==> src/rtl/scl_rate_pkg.sv <==
package scl_rate_pkg;
  localparam int DIV_A_W    = 2;
  localparam int DIV_B_W    = 6;
  localparam int LOW_TICKS  = 11;
  localparam int HIGH_TICKS = 11;

  typedef struct packed {
    logic tick;
    logic fall;
    logic drive;
    logic rise;
    logic sample;
  } strobe_t;
endpackage

==> src/rtl/scl_div_capture.sv <==
module scl_div_capture #(
  parameter int AW = 2,
  parameter int BW = 6
) (
  input  logic          clk,
  input  logic          rst_n,
  input  logic          busy_i,
  input  logic [AW-1:0] a_i,
  input  logic [BW-1:0] b_i,
  output logic [AW-1:0] a_q,
  output logic [BW-1:0] b_q
);
  // Divisors are sampled only when no transfer is running.
  always_ff @(posedge clk) begin
    if (!rst_n) begin
      a_q <= '0;
      b_q <= '0;
    end else if (!busy_i) begin
      a_q <= a_i;
      b_q <= b_i;
    end
  end
endmodule

==> src/rtl/scl_prescale_stage.sv <==
module scl_prescale_stage #(
  parameter int W = 4
) (
  input  logic         clk,
  input  logic         rst_n,
  input  logic         clr_i,
  input  logic         step_i,
  input  logic [W-1:0] limit_i,
  output logic         wrap_o
);
  logic [W-1:0] cnt_q;

  // Greater-or-equal keeps the stage safe if the limit shrinks mid-count.
  assign wrap_o = step_i && (cnt_q >= limit_i);

  always_ff @(posedge clk) begin
    if (!rst_n || clr_i) begin
      cnt_q <= '0;
    end else if (step_i) begin
      cnt_q <= wrap_o ? '0 : cnt_q + 1'b1;
    end
  end
endmodule

==> src/rtl/scl_phase_seq.sv <==
module scl_phase_seq
  import scl_rate_pkg::*;
#(
  parameter int LOW  = LOW_TICKS,
  parameter int HIGH = HIGH_TICKS
) (
  input  logic    clk,
  input  logic    rst_n,
  input  logic    run_i,
  input  logic    active_i,
  input  logic    tick_i,
  output strobe_t strb_o,
  output logic    scl_o
);
  localparam int TOTAL = LOW + HIGH;
  localparam int PH_W  = $clog2(TOTAL);
  localparam logic [PH_W-1:0] PH_LAST     = PH_W'(TOTAL - 1);
  localparam logic [PH_W-1:0] PH_PRE_RISE = PH_W'(LOW - 1);
  localparam logic [PH_W-1:0] PH_PRE_DRV  = PH_W'(LOW / 2 - 1);
  localparam logic [PH_W-1:0] PH_PRE_SMP  = PH_W'(LOW + HIGH / 2 - 1);
  localparam logic [PH_W-1:0] PH_LOW      = PH_W'(LOW);

  logic [PH_W-1:0] ph_q;

  always_ff @(posedge clk) begin
    if (!rst_n || !active_i) begin
      ph_q   <= '0;
      strb_o <= '0;
    end else begin
      strb_o.tick   <= tick_i;
      strb_o.fall   <= tick_i && (ph_q == PH_LAST);
      strb_o.rise   <= tick_i && (ph_q == PH_PRE_RISE);
      strb_o.drive  <= tick_i && (ph_q == PH_PRE_DRV);
      strb_o.sample <= tick_i && (ph_q == PH_PRE_SMP);
      if (tick_i) begin
        ph_q <= (ph_q == PH_LAST) ? '0 : ph_q + 1'b1;
      end
    end
  end

  assign scl_o = ~(run_i && (ph_q < PH_LOW));
endmodule

==> src/rtl/scl_rate_gen.sv <==
module scl_rate_gen
  import scl_rate_pkg::*;
(
  input  logic               clk,
  input  logic               rst_n,
  input  logic               en_i,
  input  logic               busy_i,
  input  logic [DIV_A_W-1:0] div_a_i,
  input  logic [DIV_B_W-1:0] div_b_i,
  output logic               scl_o,
  output logic               tick_o,
  output logic               fall_o,
  output logic               drive_o,
  output logic               rise_o,
  output logic               sample_o
);
  logic [DIV_A_W-1:0] a_q;
  logic [DIV_B_W-1:0] b_q;
  logic               run_q;
  logic               active;
  logic               wrap_a;
  logic               wrap_b;
  strobe_t            strb;

  always_ff @(posedge clk) begin
    if (!rst_n) run_q <= 1'b0;
    else        run_q <= en_i;
  end

  // Counting only once run_q is set gives the first low phase its full length.
  assign active = run_q && en_i;

  scl_div_capture #(.AW(DIV_A_W), .BW(DIV_B_W)) u_cap (
    .clk(clk), .rst_n(rst_n), .busy_i(busy_i),
    .a_i(div_a_i), .b_i(div_b_i), .a_q(a_q), .b_q(b_q)
  );

  scl_prescale_stage #(.W(DIV_A_W)) u_stage_a (
    .clk(clk), .rst_n(rst_n), .clr_i(!active),
    .step_i(active), .limit_i(a_q), .wrap_o(wrap_a)
  );

  scl_prescale_stage #(.W(DIV_B_W)) u_stage_b (
    .clk(clk), .rst_n(rst_n), .clr_i(!active),
    .step_i(wrap_a), .limit_i(b_q), .wrap_o(wrap_b)
  );

  scl_phase_seq #(.LOW(LOW_TICKS), .HIGH(HIGH_TICKS)) u_seq (
    .clk(clk), .rst_n(rst_n), .run_i(run_q), .active_i(active),
    .tick_i(wrap_b), .strb_o(strb), .scl_o(scl_o)
  );

  assign tick_o   = strb.tick;
  assign fall_o   = strb.fall;
  assign drive_o  = strb.drive;
  assign rise_o   = strb.rise;
  assign sample_o = strb.sample;
endmodule

==> config.mk <==
export PLATFORM = sky130hd
export DESIGN_NAME = scl_rate_gen
export DESIGN_NICKNAME = d
export VERILOG_FILES = /design/src/rtl/scl_rate_pkg.sv /design/src/rtl/scl_div_capture.sv /design/src/rtl/scl_prescale_stage.sv /design/src/rtl/scl_phase_seq.sv /design/src/rtl/scl_rate_gen.sv
export SDC_FILE = /design/constraint.sdc
export NUM_CORES = 1
export LEC_CHECK = 0
export ABC_AREA = 1
export BUFFER_PORTS_ARGS = -buffer_cell sky130_fd_sc_hd__buf_4
export CAP_MARGIN = 0
export CORE_UTILIZATION = 40
export CTS_CLUSTER_SIZE = 14
export DETAILED_ROUTE_END_ITERATION = 8
export GPL_TIMING_DRIVEN = 0
export PLACE_DENSITY = 0.58
export SLEW_MARGIN = 20
export SYNTH_ARGS = -nofsm -noshare
export SYNTH_HDL_FRONTEND = slang
export SYNTH_SLANG_ARGS = --single-unit
==> constraint.sdc <==
create_clock -name clk -period 1.9 [get_ports clk]
set_input_delay 0.475 -clock clk [delete_from_list [all_inputs] [get_ports clk]]
set_output_delay 0.475 -clock clk [all_outputs]
set_load 0.02 [all_outputs]
==> out/results.txt <==
Layout area overhead -> 15.4%
Rows -> 21
sequential area share after synthesis -> 0.383
cts bufs inserted -> 3
first-pass GRT wire length -> 4350 um
Clock Power Share -> 0.277
leakage power -> 0.707 nW
Mapped Area -> 0.00141 mm2
critical path data arrival time -> 1350 ps
largest net degree at the start of global routing -> 16
worst-path fanout max -> 5
clk slew on worst S/H paths -> 150 ps
core area -> 0.00336 mm2
clk_lat worst skew -> 330 ps
Synth Instances -> 189
nets -> 236
Design Area, Final -> 0.00163 mm2
Max clock buf depth -> 2
post-route DRC violation count -> 0
placer congestion estimate -> 0.827
DRT Pass-1 Iters -> 4
max_slew headroom -> 0.749
yosys warns -> 0
post-route clock period utilization -> 0.959
Pwr Density -> 581 mW/mm2
P_int -> 699 uW
critical path class -> flip-flop to output port
leading cell type in the layout, fill and taps excluded -> nand2_1
setup bufs post-CTS -> 0
post-DR vias/cell -> 4.73
Avg WL per Cell -> 10.1 um
crit-path cells -> inv_1 -> nand4_1 -> o2111ai_2 -> buf_4
Synth top area share -> 0.383
initial core utilization -> 0.420
crit-path max cell delay -> 370 ps
gr ovfl total -> 0
Psw -> 247 uW
synth top area cells -> dfxtp_1 (38%), ha_1 (12%), nand2_1 (9.6%)
Slowest-stage cell, CP -> dfxtp_2
leading area contributor after synthesis -> dfxtp_1
initial antenna violation count -> 0
CP Data Required Time -> 1420 ps
number of global-route vias before repair -> 1034
Setup crit start kind -> flip-flop
Slew Viols, Final -> 0
number of DRC markers in iteration 0 -> 82
Seq cells post-synth -> 27
total power -> 946 uW
fraction of layout cells with a size suffix above 1 -> 0.191
Peak Freq -> 549 MHz
I/O Pins -> 18
CP Buf/Inv Count -> 2
Die X -> 61.4 um
fin worst setup slack -> 78.5 ps
Synthesized Nets -> 215
Clock Tree Root -> clkbuf_4
routed wire length -> 2590 um
Worst Setup End Kind -> output port
Placed Area -> 0.00159 mm2
Setup violations, final -> 0
diode count -> 0
Worst Skew -> 1.40 ps
part of the power in combinational logic -> 0.105
CTS tree -> done
min Tclk post-route -> 1820 ps
sw frac -> 0.261
DP Worst Slack -> 345 ps
Avg Synthesized Cell Area -> 7.47 um2
die area -> 0.00377 mm2
H-tree levels -> 1
outcome -> completed
gr usage total -> 0.155
dpl hpwl -> 2000 um
most used cells in the layout excluding fill and tap cells -> nand2_1 (36), inv_1 (30), dfxtp_1 (24), nor2_1 (19), buf_4 (16)
CP top delay family -> flip-flops
worst vdd ir -> 0.262 mV
IO buf count -> 16
Antenna Nets Post-Route -> 0
Die Ht -> 61.4 um
worst slew pin tran -> 377 ps
Unique masters post-synth -> 26
vias -> 1207
sequential power share -> 0.618
Max-Cap Viols -> 0
clk sinks -> 27
Fin. Hold Viols -> 0
Hold Crit Class -> input pin to flip-flop
==> stage by stage <==
step | TNS [ps] | instances | util | hold WS, ps
6_report | 0 | 255 | 0.484 | 322
5_1_grt | -9.78 | 255 | 0.484 | 308
4_1_cts | 0 | 255 | 0.481 | 324
3_5_place_dp | 0 | 251 | 0.472 | 420
3_3_place_gp | 0 | 251 | 0.472 | 417
2_1_floorplan | 0 | 189 | - | 401
==> timing repair <==
item | CTS | global route
setup endpoints to repair | 0 | 1
hold buffers | 0 | 0
gates resized for setup | 0 | 5
==> sequential cells by signal, indices dropped and copies added (netlist names) <==
register and flops:
u_cap.b_q 6, u_stage_b.cnt_q 6, u_seq.strb_o 5, u_stage_a.cnt_q 2, run_q 1, u_seq.ph_q 5, u_cap.a_q 2
==> layout make-up <==
class                   instances  area [um2]
well taps                      46        57.6
clock inverters                 1        5.00
clock buffers                   3        22.5
fillers                       374        1730
plain buffers                   4        27.5
inverters                      33         124
multi-input cells             125         728
repair buffers                 16         120
flip-flops and latches         27         544
==> worst register-to-register path, cell delays in order, from the launching register on <==
cell	delay (ps)
dfxtp_1	460
ha_1	270
nand2_1	80
inv_1	50
a21oi_2	160
nand2_2	160
nand2_2	140
nand2_2	90
a21oi_1	120
==> logic make-up (layout without fill, tap and decap cells) <==
kind of cell / after synthesis / count (layout) / share of synthesized area
buffers and inverters: 37 / 57 / 0.105
flip-flops: 27 / 27 / 0.383
AND/OR/NAND/NOR: 81 / 81 / 0.263
AO/OA/AOI/OAI: 29 / 29 / 0.118
XOR/XNOR: 1 / 1 / 0.00621
adder cells (fa/ha/maj): 14 / 14 / 0.124
==> power groups by stage <==
stage | Clock, mW | Combinational, mW | Sequential, mW
final | 0.262 | 0.0998 | 0.585
after global routing | 0.295 | 0.114 | 0.586
after CTS | 0.267 | 0.100 | 0.585
after detailed placement | 0 | 0.0998 | 0.597
after global placement | 0 | 0.0963 | 0.597
after floorplan | 0 | 0.0665 | 0.596
==> Yosys cell counts <==
cell type / instances
a21oi_1: 15
a21oi_2: 1
a21oi_4: 1
buf_2: 1
buf_6: 1
clkbuf_1: 1
clkbuf_2: 1
dfxtp_1: 27
ha_1: 14
inv_1: 30
inv_2: 3
nand2_1: 36
nand2_2: 4
nand2_4: 1
nand3_1: 10
nand3_2: 2
nand3b_1: 1
nand4_1: 5
nor2_1: 19
nor3_1: 2
nor3_2: 1
o2111ai_1: 1
o211ai_1: 1
o21ai_0: 9
o21ai_1: 1
xor2_1: 1
==> layer usage <==
| metal | global-route usage | routed length, um | share of wire |
|---|---|---|---|
| met2 | 0.262 | 1200 | 0.46 |
| met1 | 0.199 | 1290 | 0.50 |
| met4 | 0.0476 | 30 | 0.012 |
| met5 | 0 | 0 | 0 |
| met3 | 0.0315 | 70 | 0.027 |
==> final timing paths <==
check	end	slack, ps	from	depth (start not counted)
setup / recovery	scl_o	80	u_seq.ph_q[4]$_SDFFE_PP0P_	4
hold reg to reg	u_stage_a.cnt_q[0]$_SDFFE_PP0P_	440	u_stage_a.cnt_q[0]$_SDFFE_PP0P_	1
setup reg to reg	u_stage_b.cnt_q[1]$_SDFFE_PP0P_	310	u_stage_b.cnt_q[4]$_SDFFE_PP0P_	8
hold / removal	run_q$_SDFF_PN0_	320	en_i	3
Power figures use the tool's default switching activity.
